===== src/rtl/cal_sec_pkg.sv =====
package cal_sec_pkg;

  // Strobes from the control to the count datapath
  typedef struct packed {
    logic clear;      // zero all prescaler stages
    logic step;       // accept one input pulse into the count
    logic minuteLast; // current second is the last of the minute
  } psStrobe_t;

endpackage


===== src/rtl/cal_sec_ctrl.sv =====
module cal_sec_ctrl
  import cal_sec_pkg::*;
#(
  parameter int SEC_PER_MIN = 60,
  parameter int CAL_W       = 8,
  parameter int CAL_SHIFT   = 2,
  localparam int SEC_W      = $clog2(SEC_PER_MIN),
  localparam int ADJ_W      = CAL_W + CAL_SHIFT
) (
  input  logic             clk,
  input  logic             rst_n,
  input  logic             enable,
  input  logic             syncClear,
  input  logic             tickIn,
  input  logic [CAL_W-1:0] calValue,
  input  logic             wrapNow,
  output psStrobe_t        strobes,
  output logic [ADJ_W-1:0] advance
);

  logic [SEC_W-1:0] secCnt;
  logic [ADJ_W-1:0] holdCnt;
  logic             clearNow;
  logic             calNeg;
  logic [CAL_W-1:0] calMag;
  logic [ADJ_W-1:0] calScaled;
  logic             secLast;

  assign clearNow  = !enable || syncClear;
  assign calNeg    = calValue[CAL_W-1];
  assign calMag    = calNeg ? (~calValue + CAL_W'(1)) : calValue;
  assign calScaled = {calMag, {CAL_SHIFT{1'b0}}};
  assign secLast   = (secCnt == SEC_W'(SEC_PER_MIN - 1));

  always_comb begin
    strobes.clear      = clearNow;
    strobes.step       = tickIn && !clearNow && (holdCnt == '0);
    strobes.minuteLast = secLast;
    advance            = calNeg ? '0 : calScaled;
  end

  always_ff @(posedge clk or negedge rst_n) begin
    if (!rst_n) begin
      secCnt  <= '0;
      holdCnt <= '0;
    end else if (clearNow) begin
      secCnt  <= '0;
      holdCnt <= '0;
    end else if (tickIn) begin
      if (holdCnt != '0) begin
        holdCnt <= holdCnt - ADJ_W'(1);
      end else if (wrapNow) begin
        if (secLast) begin
          secCnt  <= '0;
          holdCnt <= calNeg ? calScaled : '0;
        end else begin
          secCnt <= secCnt + SEC_W'(1);
        end
      end
    end
  end

  // a pending swallow shrinks by one per accepted input pulse
  assert_hold_dec_R5: assert property (@(posedge clk) disable iff (!rst_n)
    ($past(holdCnt) != '0 && $past(tickIn) && !$past(clearNow))
      |-> holdCnt == $past(holdCnt) - ADJ_W'(1));

  // a swallow is only armed on the wrap that closes a minute
  assert_hold_load_R6: assert property (@(posedge clk) disable iff (!rst_n)
    ($past(holdCnt) == '0 && holdCnt != '0)
      |-> $past(tickIn && wrapNow && secLast && !clearNow));

  // clearing drops any pending swallow
  assert_clear_hold_R7: assert property (@(posedge clk) disable iff (!rst_n)
    clearNow |=> holdCnt == '0);

endmodule


===== src/rtl/cal_sec_datapath.sv =====
module cal_sec_datapath
  import cal_sec_pkg::*;
#(
  parameter int PULSES_PER_SEC = 32768,
  parameter int ADJ_W          = 10,
  localparam int CNT_W         = $clog2(PULSES_PER_SEC),
  localparam int HALF          = PULSES_PER_SEC / 2
) (
  input  logic             clk,
  input  logic             rst_n,
  input  psStrobe_t        strobes,
  input  logic [ADJ_W-1:0] advance,
  output logic             wrapNow,
  output logic             secTick,
  output logic             halfTick,
  output logic             halfSec,
  output logic             secClk
);

  logic [CNT_W-1:0] cnt;

  assign wrapNow = (cnt == CNT_W'(PULSES_PER_SEC - 1));
  assign halfSec = (cnt >= CNT_W'(HALF));
  assign secClk  = !halfSec;

  always_ff @(posedge clk or negedge rst_n) begin
    if (!rst_n) begin
      cnt      <= '0;
      secTick  <= 1'b0;
      halfTick <= 1'b0;
    end else begin
      secTick  <= 1'b0;
      halfTick <= 1'b0;
      if (strobes.clear) begin
        cnt <= '0;
      end else if (strobes.step) begin
        if (wrapNow) begin
          cnt     <= strobes.minuteLast ? CNT_W'(advance) : '0;
          secTick <= 1'b1;
        end else begin
          cnt <= cnt + CNT_W'(1);
          if (cnt == CNT_W'(HALF - 1)) halfTick <= 1'b1;
        end
      end
    end
  end

  // the count never leaves the range of one second
  assert_cnt_range_R1: assert property (@(posedge clk) disable iff (!rst_n)
    cnt <= CNT_W'(PULSES_PER_SEC - 1));

  // a seconds pulse only follows an accepted pulse on the last count
  assert_sec_after_wrap_R1: assert property (@(posedge clk) disable iff (!rst_n)
    secTick |-> ($past(strobes.step) && $past(cnt) == CNT_W'(PULSES_PER_SEC - 1)));

  // the half pulse coincides with entering the second half
  assert_half_tick_R2: assert property (@(posedge clk) disable iff (!rst_n)
    halfTick |-> (halfSec && $past(!halfSec)));

  // a clear leaves the count at zero on the next edge
  assert_clear_cnt_R7: assert property (@(posedge clk) disable iff (!rst_n)
    strobes.clear |=> (cnt == '0 && !secTick && !halfTick));

endmodule


===== src/rtl/cal_sec_prescaler.sv =====
module cal_sec_prescaler
  import cal_sec_pkg::*;
#(
  parameter int PULSES_PER_SEC = 32768,
  parameter int SEC_PER_MIN    = 60,
  parameter int CAL_W          = 8,
  parameter int CAL_SHIFT      = 2,
  localparam int ADJ_W         = CAL_W + CAL_SHIFT
) (
  input  logic             clk,
  input  logic             rst_n,
  input  logic             enable,
  input  logic             syncClear,
  input  logic             tickIn,
  input  logic [CAL_W-1:0] calValue,
  output logic             secTick,
  output logic             halfTick,
  output logic             halfSec,
  output logic             secClk
);

  psStrobe_t        strobes;
  logic [ADJ_W-1:0] advance;
  logic             wrapNow;

  cal_sec_ctrl #(
    .SEC_PER_MIN (SEC_PER_MIN),
    .CAL_W       (CAL_W),
    .CAL_SHIFT   (CAL_SHIFT)
  ) i_ctrl (
    .clk       (clk),
    .rst_n     (rst_n),
    .enable    (enable),
    .syncClear (syncClear),
    .tickIn    (tickIn),
    .calValue  (calValue),
    .wrapNow   (wrapNow),
    .strobes   (strobes),
    .advance   (advance)
  );

  cal_sec_datapath #(
    .PULSES_PER_SEC (PULSES_PER_SEC),
    .ADJ_W          (ADJ_W)
  ) i_datapath (
    .clk      (clk),
    .rst_n    (rst_n),
    .strobes  (strobes),
    .advance  (advance),
    .wrapNow  (wrapNow),
    .secTick  (secTick),
    .halfTick (halfTick),
    .halfSec  (halfSec),
    .secClk   (secClk)
  );

  // nothing ticks while disabled
  assert_disabled_quiet_R8: assert property (@(posedge clk) disable iff (!rst_n)
    !enable |=> (!secTick && !halfTick && !halfSec));

endmodule


===== config.mk =====
export PLATFORM = sky130hd
export DESIGN_NAME = cal_sec_prescaler
export DESIGN_NICKNAME = d
export VERILOG_FILES = /design/src/rtl/cal_sec_pkg.sv /design/src/rtl/cal_sec_ctrl.sv /design/src/rtl/cal_sec_datapath.sv /design/src/rtl/cal_sec_prescaler.sv
export SDC_FILE = /design/constraint.sdc
export NUM_CORES = 1
export LEC_CHECK = 0
export BUFFER_PORTS_ARGS = -buffer_cell sky130_fd_sc_hd__buf_2
export CAP_MARGIN = 0
export CORE_MARGIN = 3
export CORE_UTILIZATION = 50
export CTS_CLUSTER_DIAMETER = 50
export CTS_CLUSTER_SIZE = 20
export DETAILED_ROUTE_END_ITERATION = 16
export GPL_TIMING_DRIVEN = 0
export PLACE_DENSITY = 0.74
export SETUP_SLACK_MARGIN = 0.3
export SLEW_MARGIN = 30
export SYNTH_ARGS = -nofsm -noshare
export SYNTH_HDL_FRONTEND = slang
export SYNTH_SLANG_ARGS = --single-unit

===== constraint.sdc =====
create_clock -name clk -period 5.55 [get_ports clk]
set_input_delay 0.555 -clock clk [delete_from_list [all_inputs] [get_ports clk]]
set_output_delay 0.555 -clock clk [all_outputs]
set_load 0.05 [all_outputs]

# After elaboration in Yosys (flattened, before gate mapping)
# Cells that the tools add are included.
dict set report classes {
  n_lt_le_gt_ge 1
  n_reduce_logical 15
  addsub 4
  n_eq_ne 4
  mux 24
  bitwise 1
}
# op n
set ops {}
lappend ops {{$mux 10} 8}
lappend ops {{$mux 15} 3}
lappend ops {{$mux 6} 5}
lappend ops {{$add 15x1->15 const B} 1}
lappend ops {{$eq 15x14->1 const B} 1}
lappend ops {{$eq 15x15->1 const B} 1}
lappend ops {{$ge 15x15->1 const B} 1}
lappend ops {{$logic_not 10->1} 1}
lappend ops {{$reduce_bool 10->1} 1}
lappend ops {{$sub 10x1->10 const B} 1}
lappend ops {{$add 8x1->8 const B} 1}
lappend ops {{$mux 8} 1}
lappend ops {{$not 8->8} 1}
lappend ops {{$mux 1} 7}
lappend ops {{$add 6x1->6 const B} 1}
lappend ops {{$eq 6x6->1 const B} 1}
lappend ops {{$reduce_and 3->1} 2}
lappend ops {{$reduce_bool 2->1} 3}
lappend ops {{$reduce_bool 3->1} 2}
lappend ops {{$logic_not 1->1} 3}
lappend ops {{$logic_and 1x1->1} 2}
lappend ops {{$ne 2x1->1 const B} 1}
lappend ops {{$logic_or 1x1->1} 1}
dict set report totals {
  register_bits 33
  word_cells 54
  input_bits 13
}

# Depth between registers and ports, before layout
dict set report logic_depth {
  depth_word 9
  mapped_depth 7
  mapped_depth_nobuf 7
}

# Cells and area by module
# Synthesis repeated with hierarchy kept, for this count alone.
dict set report hier_totals {
  hier_cells 268
  hier_area_um2 2383.5
}
# module area_each_um2 cells_each n_inst
set by_module_without_submodules {}
lappend by_module_without_submodules {cal_sec_ctrl 1320.0 157 1}
lappend by_module_without_submodules {cal_sec_datapath 1063.5 111 1}

# Least setup slack after synthesis
# OpenSTA, ideal clock, no wires.
dict set report synth_timing {
  kind {register to register}
  start {register i_ctrl.holdCnt[3]}
  end {register i_ctrl.secCnt[4]}
  period_less_slack_ps 1991
  slack_ps 3559
  path_buffers 1
  setup_ps 69
  path_stages_with_launch 7
  arrival_time_ps 1922
  cell_sequence {dfrtp_1 buf_6 or4_4 nor4_4 a21oi_2 or4_1 nand3_1}
}
dict set report synth_via {
  elab_chain_len 3
}
# item line
set synth_rtl {}
lappend synth_rtl {{start, declared} cal_sec_ctrl.sv:22} ;# logic [ADJ_W-1:0] holdCnt;
lappend synth_rtl {{start signal, assigned} cal_sec_ctrl.sv:51} ;# holdCnt <= holdCnt - ADJ_W'(1);
lappend synth_rtl {{start signal, assigned} cal_sec_ctrl.sv:55} ;# holdCnt <= calNeg ? calScaled : '0;
lappend synth_rtl {{$reduce_bool 10->1} cal_sec_ctrl.sv:50} ;# if (holdCnt != '0) begin
lappend synth_rtl {{$ne 2x1->1 (no line)} -}
lappend synth_rtl {{$reduce_and 3->1 (no line)} -}
lappend synth_rtl {{end signal, assigned} cal_sec_ctrl.sv:57} ;# secCnt <= secCnt + SEC_W'(1);
lappend synth_rtl {{end, declared} cal_sec_ctrl.sv:21} ;# logic [SEC_W-1:0] secCnt;
# No other way between the ends.
# A chain may end at the register's enable or synchronous reset.

# Final worst setup path
dict set report layout_timing {
  start {register i_ctrl.holdCnt[1]}
  end {register i_datapath.cnt[7]}
}
dict set report layout_via {
  elab_chain_len 3
}
# item line
set layout_rtl {}
lappend layout_rtl {{$logic_not 10->1} cal_sec_ctrl.sv:37} ;# strobes.step = tickIn && !clearNow && (holdCnt == '0);
lappend layout_rtl {{$logic_and 1x1->1} cal_sec_ctrl.sv:37}
lappend layout_rtl {{$reduce_bool 2->1 (no line)} -}
lappend layout_rtl {{end signal, assigned} cal_sec_datapath.sv:38} ;# cnt <= strobes.minuteLast ? CNT_W'(advance) : '0;
lappend layout_rtl {{end signal, assigned} cal_sec_datapath.sv:41} ;# cnt <= cnt + CNT_W'(1);
lappend layout_rtl {{end, declared} cal_sec_datapath.sv:20} ;# logic [CNT_W-1:0] cnt;
# No other way between the ends.

==> impl_metrics.prom <==
# TYPE chip_impl_metric gauge
chip_impl_info{name="outcome",value="finished clean"} 1
chip_impl_metric{name="crit_path_max_fanout",unit=""} 7
chip_impl_metric{name="crit_path_arrival_time",unit="ns"} 2.74
chip_impl_metric{name="final_max_slew_viol_count",unit=""} 0
chip_impl_metric{name="synth.avg_cell_area",unit="µm²"} 8.40
chip_impl_info{name="clock_tree.root_cell",value="clkbuf_8"} 1
chip_impl_info{name="cp_top_family",value="simple AND/OR/NAND/NOR gates"} 1
chip_impl_metric{name="share_clk_of_total_power",unit="%"} 30.3
chip_impl_metric{name="row_count",unit=""} 23
chip_impl_info{name="cts_tree",value="built"} 1
chip_impl_metric{name="port-buffer-count",unit=""} 15
chip_impl_metric{name="post_synth_instance_area",unit="mm²"} 0.00227
chip_impl_info{name="yosys.area.top_type",value="dfrtp_1"} 1
chip_impl_metric{name="final_nets",unit=""} 310
chip_impl_metric{name="floorplan.core_area",unit="mm²"} 0.00417
chip_impl_metric{name="pin_count_of_the_biggest_net_entering_global_routing",unit=""} 34
chip_impl_metric{name="placed_cell_area",unit="mm²"} 0.00241
chip_impl_metric{name="grt_pass1_wl",unit="µm"} 9780
chip_impl_metric{name="worst-path-buf-inv",unit=""} 1
chip_impl_metric{name="worst_rel_slew_slack",unit="%"} 50.3
chip_impl_metric{name="share_of_layout_cells_above_drive_strength_1",unit="%"} 12.6
chip_impl_info{name="worstSetupStartpointType",value="register"} 1
chip_impl_metric{name="totalWireLength",unit="µm"} 5730
chip_impl_metric{name="yosysTopAreaCellShare",unit="%"} 36.4
chip_impl_metric{name="worst_ir_drop_vdd",unit="µV"} 137
chip_impl_metric{name="fin_crit_sh",unit="%"} 45.3
chip_impl_metric{name="count_of_flip_flops_with_a_built_in_enable_after_synthesis",unit=""} 0
chip_impl_metric{name="synth_seq_area_share",unit="%"} 36.4
chip_impl_metric{name="synthArstFlopShare",unit="%"} 100
chip_impl_metric{name="swShare",unit="%"} 35.4
chip_impl_metric{name="post-cts-setup-buffers",unit=""} 0
chip_impl_info{name="unrepaired_setup_endpoints_after_global_routing",value="no"} 1
chip_impl_metric{name="synth_simple_gate_area_share",unit="%"} 32.3
chip_impl_metric{name="post_synthesis_cell_type_count",unit=""} 53
chip_impl_info{name="timing.setup.critical_path_class",value="register to register"} 1
chip_impl_metric{name="synthesis.instances",unit=""} 270
chip_impl_metric{name="synth-compound-area-share",unit="%"} 18.4
chip_impl_metric{name="post_synth_fa_ha_maj_area_fraction",unit="%"} 2.76
chip_impl_info{name="synth_commonest_cells",value="nand2_1, dfrtp_1, nor2_1"} 1
chip_impl_info{name="synthTopCellsByArea",value="dfrtp_1, nand2_1, o21ai_0"} 1
chip_impl_metric{name="ant_nets",unit=""} 0
chip_impl_metric{name="worstSkewPairLatency",unit="ns"} 0.30
chip_impl_info{name="critPathCaptureType",value="register"} 1
chip_impl_metric{name="global_placement_routability_congestion",unit=""} 0.869
chip_impl_info{name="min-delay-path-class",value="primary input to asynchronous set/reset pin"} 1
chip_impl_metric{name="pwr_dens",unit="mW/mm²"} 243
chip_impl_metric{name="route.detailed.vias_per_inst",unit=""} 6.27
chip_impl_metric{name="routedWlPerCell",unit="µm"} 16.7
chip_impl_metric{name="muxShareOfSynthArea",unit="%"} 3.20
chip_impl_metric{name="global_route.usage.total",unit="%"} 23.5
chip_impl_metric{name="detailroute.via_count",unit=""} 2152
chip_impl_metric{name="worst-endpoint-required",unit="ns"} 5.78
chip_impl_metric{name="crit_path_max_incr_delay",unit="ns"} 0.70
chip_impl_metric{name="switchingPower",unit="µW"} 215
chip_impl_info{name="cells_along_the_critical_path",value="inv_1 > ha_1 > nor2b_1 > nand4_1 > nor4_2 > nand2_1 > nand3_1"} 1
chip_impl_metric{name="postCtsHoldBufs",unit=""} 0
chip_impl_info{name="largest_family_of_logic_cells_by_synthesized_area",value="simple AND/OR/NAND/NOR gates"} 1
chip_impl_metric{name="final_design_area_no_fill",unit="mm²"} 0.00249
chip_impl_metric{name="gr-total-overflow",unit=""} 0
chip_impl_metric{name="drc",unit=""} 0
chip_impl_metric{name="antenna_found_initial",unit=""} 0
chip_impl_metric{name="cts-htree-levels",unit=""} 2
chip_impl_metric{name="detailedRoute.firstPassIterationCount",unit=""} 4
chip_impl_metric{name="power",unit="µW"} 607
chip_impl_metric{name="maxCapViolations",unit=""} 0
chip_impl_metric{name="postSynthNetCount",unit=""} 288
chip_impl_metric{name="sequentialPowerShare",unit="%"} 42.0
chip_impl_metric{name="finalHoldViolCount",unit=""} 0
chip_impl_metric{name="grt_pass1_vias",unit=""} 2052
chip_impl_metric{name="fin_setup_tns",unit="ns"} 0
chip_impl_metric{name="setup-violations-final",unit=""} 0
chip_impl_metric{name="cells_resized_by_post_cts_repair",unit=""} 0
chip_impl_info{name="max_stage_delay_cell_worst_path",value="nor4_2"} 1
chip_impl_metric{name="yosys_register_bits",unit=""} 33
chip_impl_metric{name="total_leakage_power",unit="nW"} 1.07
chip_impl_info{name="synth.most_common_cell",value="nand2_1"} 1
chip_impl_metric{name="ioPinCount",unit=""} 17
chip_impl_metric{name="initial_utilization",unit="%"} 54.4
chip_impl_metric{name="cts.clk_slew.worst_paths",unit="ns"} 0.07
chip_impl_metric{name="pwr-share-comb",unit="%"} 27.7
chip_impl_metric{name="max_slew.worst_pin.slew",unit="ns"} 0.746
chip_impl_metric{name="area_growth",unit="%"} 9.87
chip_impl_metric{name="yosysWarningCount",unit=""} 0
chip_impl_metric{name="post-dp-hpwl",unit="µm"} 4170
chip_impl_metric{name="cellInternalPower",unit="µW"} 392
chip_impl_metric{name="fp.dieW",unit="µm"} 73.4
chip_impl_info{name="synthFlopType",value="dfrtp_1"} 1
chip_impl_metric{name="antenna_cells_inserted",unit=""} 0
chip_impl_metric{name="fp.dieH",unit="µm"} 73.4
chip_impl_metric{name="layout_min_cycle_time",unit="ns"} 2.52
chip_impl_metric{name="synth-xor-area-share",unit="%"} 2.70
chip_impl_metric{name="numCtsBuffers",unit=""} 5
chip_impl_metric{name="initialDrtViolationCount",unit=""} 166
chip_impl_metric{name="final.fill_count",unit=""} 392
chip_impl_metric{name="fp.dieArea",unit="mm²"} 0.00538
chip_impl_metric{name="fin_worst_skew",unit="ns"} 0.00614
chip_impl_metric{name="ctsLongestPathBuffers",unit=""} 2
chip_impl_metric{name="clock_sink_count",unit=""} 33
chip_impl_metric{name="max_freq",unit="MHz"} 398
worst reg2reg max path, delay by kind of cell, from the launching register on:
kind | cells | cell delay (ns)
adders and majority gates | 1 | 0.23
buffers and inverters | 1 | 0.11
DFF | 1 | 0.41
and+or+nand+nor | 5 | 1.71
metal layers:
layer	vias up	track usage (%)	wire length, µm
met1	1032	32.2	2690
met5	-	0	0
met3	15	4.92	204
met4	0	9.26	144
li1	1048	-	-
met2	57	36.5	2690
through the flow:
step / hold slack, ns / std cells / utilization [%] / setup slack [ns]
after global placement: 0.486 / 335 / 57.7 / 3.11
final: 0.319 / 343 / 59.7 / 3.03
after global routing: 0.378 / 343 / 59.7 / 2.88
after floorplan: 0.259 / 270 / - / 3.56
after detailed placement: 0.504 / 335 / 57.7 / 3.11
after CTS: 0.355 / 343 / 59.7 / 3.08
state kept, by name, summed over array words and instances, names as in the netlist:
name                 count
i_datapath.halfTick      1
i_datapath.cnt          15
i_datapath.secTick       1
i_ctrl.holdCnt          10
i_ctrl.secCnt            6
power by group through the flow:
| stage | clock network [mW] | registers [mW] | logic, mW |
|---|---|---|---|
| after floorplan | 0 | 0.257 | 0.119 |
| after global placement | 0 | 0.259 | 0.164 |
| after detailed placement | 0 | 0.259 | 0.166 |
| after CTS | 0.187 | 0.254 | 0.166 |
| after global routing | 0.200 | 0.255 | 0.187 |
| final | 0.184 | 0.255 | 0.168 |
layout by cell type (no fill, tap or decap), types with 3 or more instances in the layout:
cell type   n
a211oi_1    7
a21oi_1    12
a31oi_1     4
and2_1      3
and4_1      5
buf_2      17
clkbuf_1    7
clkbuf_8    5
dfrtp_1    33
ha_1        5
inv_1      13
mux2i_1     5
nand2_1    34
nand2b_1    6
nand3_1    16
nand4_1    10
nor2_1     20
nor2b_1     3
nor3_1      9
nor4_1      4
o21ai_0    19
or4_1       5
xnor2_1     5
cell families (layout without fill, tap and decap cells):
kind of cell             Yosys count  in the layout
adder cells (fa/ha/maj)            5              5
flip-flops                        33             33
AO/OA/AOI/OAI                     63             63
buffers and inverters             23             46
AND/OR/NAND/NOR                  132            132
multiplexers                       7              7
XOR/XNOR                           7              7
final cells by class:
cell class	instances	area (µm²)	area share (%)
multi-input combinational	214	1350	54.0
sequential	33	826	33.1
timing repair buffer	15	75.1	3.01
clock buffer	5	68.8	2.76
tap	50	62.6	2.51
inverter	13	48.8	1.96
buffer	10	47.5	1.91
clock inverter	3	17.5	0.703
worst paths after layout:
kind                                                     from                            end  slack (ns)  cells past startpoint
worst max-delay path            i_ctrl.holdCnt[1]$_DFFE_PN0P_  i_datapath.cnt[7]$_DFFE_PN0P_        3.03                      7
worst max register to register  i_ctrl.holdCnt[1]$_DFFE_PN0P_  i_datapath.cnt[7]$_DFFE_PN0P_        3.03                      7
worst min-delay path                                    rst_n  i_ctrl.holdCnt[6]$_DFFE_PN0P_        0.32                      1
max in group asynchronous                               rst_n   i_ctrl.secCnt[1]$_DFFE_PN0P_        4.75                      1
min in group clk                 i_ctrl.secCnt[0]$_DFFE_PN0P_   i_ctrl.secCnt[0]$_DFFE_PN0P_        0.52                      1
worst min register to register   i_ctrl.secCnt[0]$_DFFE_PN0P_   i_ctrl.secCnt[0]$_DFFE_PN0P_        0.52                      1
Note: power is estimated with default switching activity, not from simulation.
